--- src/rtl/gvc_pkg.sv ---
package gvc_pkg;
  typedef struct packed {
    logic cleanIssue;
    logic fixCapture;
    logic fixEmit;
  } gvcStrobes_t;
endpackage

--- src/rtl/gvc_pt_store.sv ---
module gvc_pt_store #(
  parameter int VPN_W = 4,
  parameter int PPN_W = 8,
  parameter int GEN_W = 4
) (
  input  logic             clk,
  input  logic             rstN,
  input  logic             updValid,
  input  logic [VPN_W-1:0] updVpn,
  input  logic [PPN_W-1:0] updPpn,
  input  logic [VPN_W-1:0] rdVpn,
  output logic [PPN_W-1:0] rdPpn,
  output logic [GEN_W-1:0] rdGen
);
  localparam int NUM_PAGES = 1 << VPN_W;

  logic [PPN_W-1:0] ppnMem [NUM_PAGES];
  logic [GEN_W-1:0] genMem [NUM_PAGES];
  logic [GEN_W-1:0] oldGen;

  for (genvar g = 0; g < NUM_PAGES; g++) begin : g_page
    logic hit;
    assign hit = updValid && (updVpn == VPN_W'(g));
    always_ff @(posedge clk) begin
      if (!rstN) begin
        ppnMem[g] <= PPN_W'(g);
        genMem[g] <= '0;
      end else if (hit) begin
        ppnMem[g] <= updPpn;
        genMem[g] <= GEN_W'(genMem[g] + 1'b1);
      end
    end
  end

  assign oldGen = genMem[updVpn];

  // Update applied before a same-cycle lookup of the same page.
  always_comb begin
    if (updValid && (updVpn == rdVpn)) begin
      rdPpn = updPpn;
      rdGen = GEN_W'(genMem[rdVpn] + 1'b1);
    end else begin
      rdPpn = ppnMem[rdVpn];
      rdGen = genMem[rdVpn];
    end
  end

  // an update advances the page's generation by exactly one (mod 2^GEN_W)
  p_gen_bump_r3: assert property (@(posedge clk) disable iff (!rstN)
    updValid |=> genMem[$past(updVpn)] == GEN_W'($past(oldGen) + 1'b1));
endmodule

--- src/rtl/gvc_control.sv ---
module gvc_control
  import gvc_pkg::*;
(
  input  logic        clk,
  input  logic        rstN,
  input  logic        chkValid,
  input  logic        mismatch,
  output logic        chkReady,
  output gvcStrobes_t strobes
);
  logic fixPending;
  logic accept;

  assign chkReady = !fixPending;
  assign accept   = chkValid && chkReady;

  always_comb begin
    strobes.cleanIssue = accept && !mismatch;
    strobes.fixCapture = accept && mismatch;
    strobes.fixEmit    = fixPending;
  end

  always_ff @(posedge clk) begin
    if (!rstN) fixPending <= 1'b0;
    else       fixPending <= strobes.fixCapture;
  end

  // the input is held off for one cycle only
  p_stall_one_r6: assert property (@(posedge clk) disable iff (!rstN)
    !chkReady |=> chkReady);
endmodule

--- src/rtl/gvc_datapath.sv ---
module gvc_datapath
  import gvc_pkg::*;
#(
  parameter int VPN_W  = 4,
  parameter int PPN_W  = 8,
  parameter int GEN_W  = 4,
  parameter int CORE_W = 3
) (
  input  logic              clk,
  input  logic              rstN,
  input  gvcStrobes_t       strobes,
  input  logic [CORE_W-1:0] chkCore,
  input  logic [VPN_W-1:0]  chkVpn,
  input  logic [PPN_W-1:0]  chkPpn,
  input  logic [GEN_W-1:0]  chkGen,
  input  logic [PPN_W-1:0]  freshPpn,
  input  logic [GEN_W-1:0]  freshGen,
  output logic              mismatch,
  output logic              memValid,
  output logic [PPN_W-1:0]  memPpn,
  output logic              fixed,
  output logic              refValid,
  output logic [CORE_W-1:0] refCore,
  output logic [VPN_W-1:0]  refVpn,
  output logic [PPN_W-1:0]  refPpn,
  output logic [GEN_W-1:0]  refGen
);
  logic [CORE_W-1:0] holdCore;
  logic [VPN_W-1:0]  holdVpn;
  logic [PPN_W-1:0]  holdPpn;
  logic [GEN_W-1:0]  holdGen;

  assign mismatch = (chkGen != freshGen);

  always_ff @(posedge clk) begin
    if (!rstN) begin
      holdCore <= '0;
      holdVpn  <= '0;
      holdPpn  <= '0;
      holdGen  <= '0;
    end else if (strobes.fixCapture) begin
      holdCore <= chkCore;
      holdVpn  <= chkVpn;
      holdPpn  <= freshPpn;
      holdGen  <= freshGen;
    end
  end

  always_ff @(posedge clk) begin
    if (!rstN) begin
      memValid <= 1'b0;
      memPpn   <= '0;
      fixed    <= 1'b0;
    end else begin
      memValid <= strobes.cleanIssue || strobes.fixEmit;
      fixed    <= strobes.fixEmit;
      if (strobes.cleanIssue)   memPpn <= chkPpn;
      else if (strobes.fixEmit) memPpn <= holdPpn;
    end
  end

  always_ff @(posedge clk) begin
    if (!rstN) begin
      refValid <= 1'b0;
      refCore  <= '0;
      refVpn   <= '0;
      refPpn   <= '0;
      refGen   <= '0;
    end else begin
      refValid <= strobes.fixEmit;
      if (strobes.fixEmit) begin
        refCore <= holdCore;
        refVpn  <= holdVpn;
        refPpn  <= holdPpn;
        refGen  <= holdGen;
      end
    end
  end

  // a corrected access always carries its refresh with the same page
  p_ref_with_fix_r5: assert property (@(posedge clk) disable iff (!rstN)
    fixed |-> (refValid && memValid && refPpn == memPpn));
endmodule

--- src/rtl/gen_xlat_check.sv ---
module gen_xlat_check
  import gvc_pkg::*;
#(
  parameter int VPN_W  = 4,
  parameter int PPN_W  = 8,
  parameter int GEN_W  = 4,
  parameter int CORE_W = 3
) (
  input  logic              clk,
  input  logic              rstN,
  input  logic              updValid,
  input  logic [VPN_W-1:0]  updVpn,
  input  logic [PPN_W-1:0]  updPpn,
  input  logic              chkValid,
  input  logic [CORE_W-1:0] chkCore,
  input  logic [VPN_W-1:0]  chkVpn,
  input  logic [PPN_W-1:0]  chkPpn,
  input  logic [GEN_W-1:0]  chkGen,
  output logic              chkReady,
  output logic              memValid,
  output logic [PPN_W-1:0]  memPpn,
  output logic              fixed,
  output logic              refValid,
  output logic [CORE_W-1:0] refCore,
  output logic [VPN_W-1:0]  refVpn,
  output logic [PPN_W-1:0]  refPpn,
  output logic [GEN_W-1:0]  refGen
);
  gvcStrobes_t      strobes;
  logic             mismatch;
  logic [PPN_W-1:0] freshPpn;
  logic [GEN_W-1:0] freshGen;

  gvc_pt_store #(.VPN_W(VPN_W), .PPN_W(PPN_W), .GEN_W(GEN_W)) u_store (
    .clk(clk), .rstN(rstN),
    .updValid(updValid), .updVpn(updVpn), .updPpn(updPpn),
    .rdVpn(chkVpn), .rdPpn(freshPpn), .rdGen(freshGen)
  );

  gvc_control u_ctrl (
    .clk(clk), .rstN(rstN), .chkValid(chkValid), .mismatch(mismatch),
    .chkReady(chkReady), .strobes(strobes)
  );

  gvc_datapath #(.VPN_W(VPN_W), .PPN_W(PPN_W), .GEN_W(GEN_W), .CORE_W(CORE_W)) u_dp (
    .clk(clk), .rstN(rstN), .strobes(strobes),
    .chkCore(chkCore), .chkVpn(chkVpn), .chkPpn(chkPpn), .chkGen(chkGen),
    .freshPpn(freshPpn), .freshGen(freshGen), .mismatch(mismatch),
    .memValid(memValid), .memPpn(memPpn), .fixed(fixed),
    .refValid(refValid), .refCore(refCore), .refVpn(refVpn),
    .refPpn(refPpn), .refGen(refGen)
  );

  // a current stamp is issued next cycle, unchanged and unflagged
  p_clean_pass_r2: assert property (@(posedge clk) disable iff (!rstN)
    (chkValid && chkReady && chkGen == freshGen)
      |=> (memValid && !fixed && !refValid && memPpn == $past(chkPpn)));

  // a stale stamp stalls one cycle, then issues a corrected access
  p_stale_fix_r4: assert property (@(posedge clk) disable iff (!rstN)
    (chkValid && chkReady && chkGen != freshGen)
      |=> (!memValid && !chkReady) ##1 (memValid && fixed));
endmodule

--- config.mk ---
export PLATFORM = sky130hd
export DESIGN_NAME = gen_xlat_check
export DESIGN_NICKNAME = d
export VERILOG_FILES = /design/src/rtl/gvc_pkg.sv /design/src/rtl/gvc_pt_store.sv /design/src/rtl/gvc_control.sv /design/src/rtl/gvc_datapath.sv /design/src/rtl/gen_xlat_check.sv
export SDC_FILE = /design/constraint.sdc
export NUM_CORES = 1
export LEC_CHECK = 0
export BUFFER_PORTS_ARGS = -buffer_cell sky130_fd_sc_hd__buf_2
export CAP_MARGIN = 20
export CORE_MARGIN = 5
export CORE_UTILIZATION = 55
export DETAILED_ROUTE_END_ITERATION = 10
export GPL_TIMING_DRIVEN = 0
export PLACE_DENSITY = 0.74
export SYNTH_ARGS = -nofsm -noshare
export SYNTH_HDL_FRONTEND = slang
export SYNTH_SLANG_ARGS = --single-unit
--- constraint.sdc ---
create_clock -name clk -period 3 [get_ports clk]
set_input_delay 0.15 -clock clk [delete_from_list [all_inputs] [get_ports clk]]
set_output_delay 0.15 -clock clk [all_outputs]
set_load 0.02 [all_outputs]
==> impl_summary.txt <==
----------------------------------------------------
[Logic synthesis]
  Cells after synthesis ... just under 900
  Synthesized Nets ... approximately 940
  Flip-flop cell with the highest count after synthesis ... sky130_fd_sc_hd__edfxtp_1
  Syn_area_per_cell ... roughly 13 um^2
  Warnings from Yosys ... 0
  Number of enable flip-flop cells after synthesis ... 192
  Largest cells by area after synthesis ... sky130_fd_sc_hd__edfxtp_1 (49%), sky130_fd_sc_hd__mux4_2 (11%), sky130_fd_sc_hd__dfxtp_1 (8.3%)
  Top-area cell type share of the netlist area ... 0.489
  Library cell with the largest summed area after synthesis ... sky130_fd_sc_hd__edfxtp_1
  Synth async-reset ratio ... 0
  Post-synthesis instance area ... roughly 12000 um^2
  #FFs+latches synth ... 241
  Proportion of synthesized chip area in sequential cells ... 0.572
  Netlist cell types ... 45

[Route]
  Via total after detailed routing ... between 8000 and 9000
  Post-detailed-route via-to-cell ratio ... a little over 6
  Number of DRC violations after detailed routing ... 0
  Detailed-route wire length ... 30900 um
  Drt pass-1 iters ... 5
  Initial detailed-routing violation count ... around 800
  Per-cell routed wire length ... approximately 24 um
  Remaining antenna violation count after routing ... 0

[CTS]
  Number of clock sinks ... 241
  Worst-path clk slew ... approximately 60 ps
  Total clock buffers created by CTS ... 26
  Clk Latency, worst-skew pair ... about 540 ps
  CTS tree ... built
  Clock Tree Buf Depth ... 3
  Maximum level of the CTS H-tree ... 1
  Root Buffer Master ... sky130_fd_sc_hd__clkbuf_16

[Timing]
  Clock skew after layout ... 23.6 ps
  Slew at the pin closest to its max-slew limit ... 1020 ps
  Final setup violation count ... 29
  Setup repair after global routing missed its margin ... true
  Final setup margin ... -291 ps
  Worst max-slew margin expressed relative to the limit ... 0.321
  Number of failing hold endpoints at the final stage ... 0
  Achievable Freq ... around 300 MHz
  Final number of max-transition violations ... 0
  Final clock period utilization by the worst path ... 1.10
  Shortest period the worst path allows ... about 3300 ps

[Floorplanning]
  Total Die Area ... about 24000 um^2
  Area of the placeable core ... around 21000 um^2
  Total I/O pin count ... 66
  Number of rows in the core area ... between 50 and 60
  Die outline width ... between 150 and 200 um
  Initial Utilization ... 0.559
  Die height ... 156 um

[Placed design]
  Final RePlAce weighted congestion ... approximately 0.9
  Total half-perimeter wirelength after legalization and detailed placement ... 21500 um
  Placement-stage worst setup slack ... -563 ps
  PortBufs ... 62
  DP Cell Count ... roughly 1200

[Worst hold path]
  Hold path cells ... 2
  Hold WC Path Type ... in -> reg

[Power]
  Worst IR Drop VDD ... 432 uV
  Leakage component of the power ... 0.00527 uW
  Total power divided by cell area ... between 500 and 600 nW/um^2
  Total power of the final layout ... just over 8000 uW

[Flow run]
  Max-Cap Viols ... 0

[Critical path]
  Cell at the slowest stage of the critical path ... sky130_fd_sc_hd__mux4_2
  Startpoint type of the worst setup path ... flop
  Data arrival time at the worst-slack endpoint ... roughly 3700 ps
  FF-to-FF setup slack ... -290 ps
  Critical path depth ... 12
  Critical Path RT ... ~3500 ps
  Worst-path maximum fanout ... 5
  Family with the most delay on the worst path ... multiplexers
  Setup Crit Path Kind ... reg -> reg
  Launch point of the worst reg-to-reg path ... u_store.genMem[2][0]
  Worst Path Buf+Inv ... 2
  Worst r2r path cells ... 12
  Category of the worst setup path capture point ... flop
  Critical Path End ... u_dp.holdPpn[4]
  Crit path cell chain ... mux4_2, a22oi_2, and2_4, inv_4, ha_4, xor2_4, xnor2_2, mux2i_4, a22oi_4, o311ai_4, buf_6, mux2i_1
  R2r endpoint ... u_dp.holdPpn[4]
  Slowest stage delay, CP ... 540 ps
  Critical Path Start ... u_store.genMem[2][0]

[GRT]
  Wire length of the first global-routing pass ... 47000 um
  Maximum number of pins on one net before global-route repair ... 14
  Overall global routing resource usage ... 0.251
  Number of antenna violations at the first check in global routing ... 0
  Vias in the first global route ... ~8000
  Gr ovfl total ... 0

[Cells and area]
  Fraction of final layout cells with drive strength greater than 1 ... 0.243
  Synthesis-to-finish area growth ... 17.4%
  Final-stage net count ... around 1100
  Final Instance Count excl. Fillers ... 1308

[Outcome]
  Violations in the final reports ... negative setup slack
  Result of the run ... complete, but fails checks

----------------------------------------------------
-- cell usage after synthesis (2+ instances only) --
library cell / number
sky130_fd_sc_hd__nand2b_1: 3
sky130_fd_sc_hd__nand2_1: 61
sky130_fd_sc_hd__buf_4: 4
sky130_fd_sc_hd__o31ai_1: 8
sky130_fd_sc_hd__xor2_1: 17
sky130_fd_sc_hd__nor2b_1: 7
sky130_fd_sc_hd__a21o_1: 2
sky130_fd_sc_hd__o21ai_0: 26
sky130_fd_sc_hd__nand4_1: 9
sky130_fd_sc_hd__inv_1: 2
sky130_fd_sc_hd__mux4_2: 55
sky130_fd_sc_hd__xnor2_1: 26
sky130_fd_sc_hd__and3_1: 72
sky130_fd_sc_hd__or3_1: 33
sky130_fd_sc_hd__clkbuf_1: 50
sky130_fd_sc_hd__a21oi_1: 2
sky130_fd_sc_hd__edfxtp_1: 192
sky130_fd_sc_hd__mux2_2: 8
sky130_fd_sc_hd__buf_2: 5
sky130_fd_sc_hd__nand3_1: 26
sky130_fd_sc_hd__nor2_1: 81
sky130_fd_sc_hd__ha_1: 17
sky130_fd_sc_hd__buf_6: 5
sky130_fd_sc_hd__and2_1: 47
sky130_fd_sc_hd__dfxtp_1: 49
sky130_fd_sc_hd__mux2i_1: 42
sky130_fd_sc_hd__or2_2: 3
sky130_fd_sc_hd__a31oi_1: 8
sky130_fd_sc_hd__mux2i_4: 7
-- logic make-up (layout without fill, tap and decap cells) --
| logic type | after synthesis | after routing | synth area share |
|---|---|---|---|
| AO/OA/AOI/OAI | 53 | 53 | 0.0303 |
| XOR/XNOR | 45 | 45 | 0.0366 |
| adder cells (fa/ha/maj) | 17 | 17 | 0.0180 |
| buffers and inverters | 69 | 218 | 0.0270 |
| flip-flops | 241 | 241 | 0.572 |
| multiplexers | 114 | 114 | 0.165 |
| other | 0 | 1 | 0 |
| AND/OR/NAND/NOR | 344 | 344 | 0.151 |
-- where the power goes --
group,total [uW],switching (uW),internal (uW)
sequential,3880,93.0,3790
clock,3230,1320,1900
combinational,1020,588,435
total,8140,2000,6130
-- registers in the layout (all words and copies together), names as in the netlist --
| register | cells |
|---|---|
| u_store.ppnMem | 128 |
| u_store.genMem | 64 |
| u_dp.holdPpn | 8 |
| u_dp.memPpn | 8 |
| u_dp.refPpn | 8 |
| u_dp.holdGen | 4 |
| u_dp.holdVpn | 4 |
| u_dp.refGen | 4 |
| u_dp.refVpn | 4 |
| u_dp.holdCore | 3 |
| u_dp.refCore | 3 |
| u_ctrl.fixPending | 1 |
| u_dp.memValid | 1 |
| u_dp.refValid | 1 |
-- timing repair --
item                       in CTS  in global routing
gates cloned                    2                  0
setup buffers                   9                  3
hold endpoints to repair       11                  0
setup endpoints to repair      29                 29
pin swaps                       8                 13
resized for setup              17                 16
hold buffers                   11                  0
-- area by class of cell --
class | count | area [um^2]
clock buffer | 36 | 743
buffer | 65 | 304
sequential | 241 | 6750
multi-input combinational | 573 | 4880
timing repair buffer | 103 | 699
fill | 1509 | 7240
clock inverter | 11 | 116
inverter | 3 | 13.8
antenna | 1 | 2.50
tap | 275 | 344
-- stage by stage --
stage                     hold slack [ps]  cell area [um^2]   util  setup TNS (ps)
final                                38.6             13800  0.657           -6950
after global routing                 26.1             13800  0.657           -9620
after CTS                            8.35             13700  0.651           -3660
after detailed placement              407             12600  0.598          -15090
after global placement                399             12500  0.591          -41090
after floorplan                       289             11800      -               0
-- worst min-delay path by stage --
stage	startpoint	to	slack, ps
2_1_floorplan	chkCore[0]	u_dp.holdCore[0]	290
3_3_place_gp	chkCore[1]	u_dp.holdCore[1]	400
3_5_place_dp	chkCore[2]	u_dp.holdCore[2]	410
4_1_cts	updPpn[3]	u_store.ppnMem[13][3]	8
5_1_grt	updPpn[3]	u_store.ppnMem[13][3]	30
6_report	updPpn[2]	u_store.ppnMem[14][2]	40
-- cells in the final DEF, fill, tap and decap left out, types with 33 or more instances in the layout --
master,synthesis,final
sky130_fd_sc_hd__mux2i_1,42,41
sky130_fd_sc_hd__and3_1,72,72
sky130_fd_sc_hd__nor2_1,81,80
sky130_fd_sc_hd__buf_2,5,67
sky130_fd_sc_hd__mux4_2,55,56
sky130_fd_sc_hd__dfxtp_1,49,49
sky130_fd_sc_hd__clkbuf_1,50,54
sky130_fd_sc_hd__or3_1,33,33
sky130_fd_sc_hd__edfxtp_1,192,192
sky130_fd_sc_hd__and2_1,47,46
sky130_fd_sc_hd__nand2_1,61,61
-- layer usage --
layer	vias up	track usage	share of wire
li1	3560	-	-
met1	3983	0.341	0.39
met2	406	0.416	0.49
met3	88	0.0398	0.086
met4	0	0.0868	0.040
met5	-	0	0
Note: power is estimated with default switching activity, not from simulation.
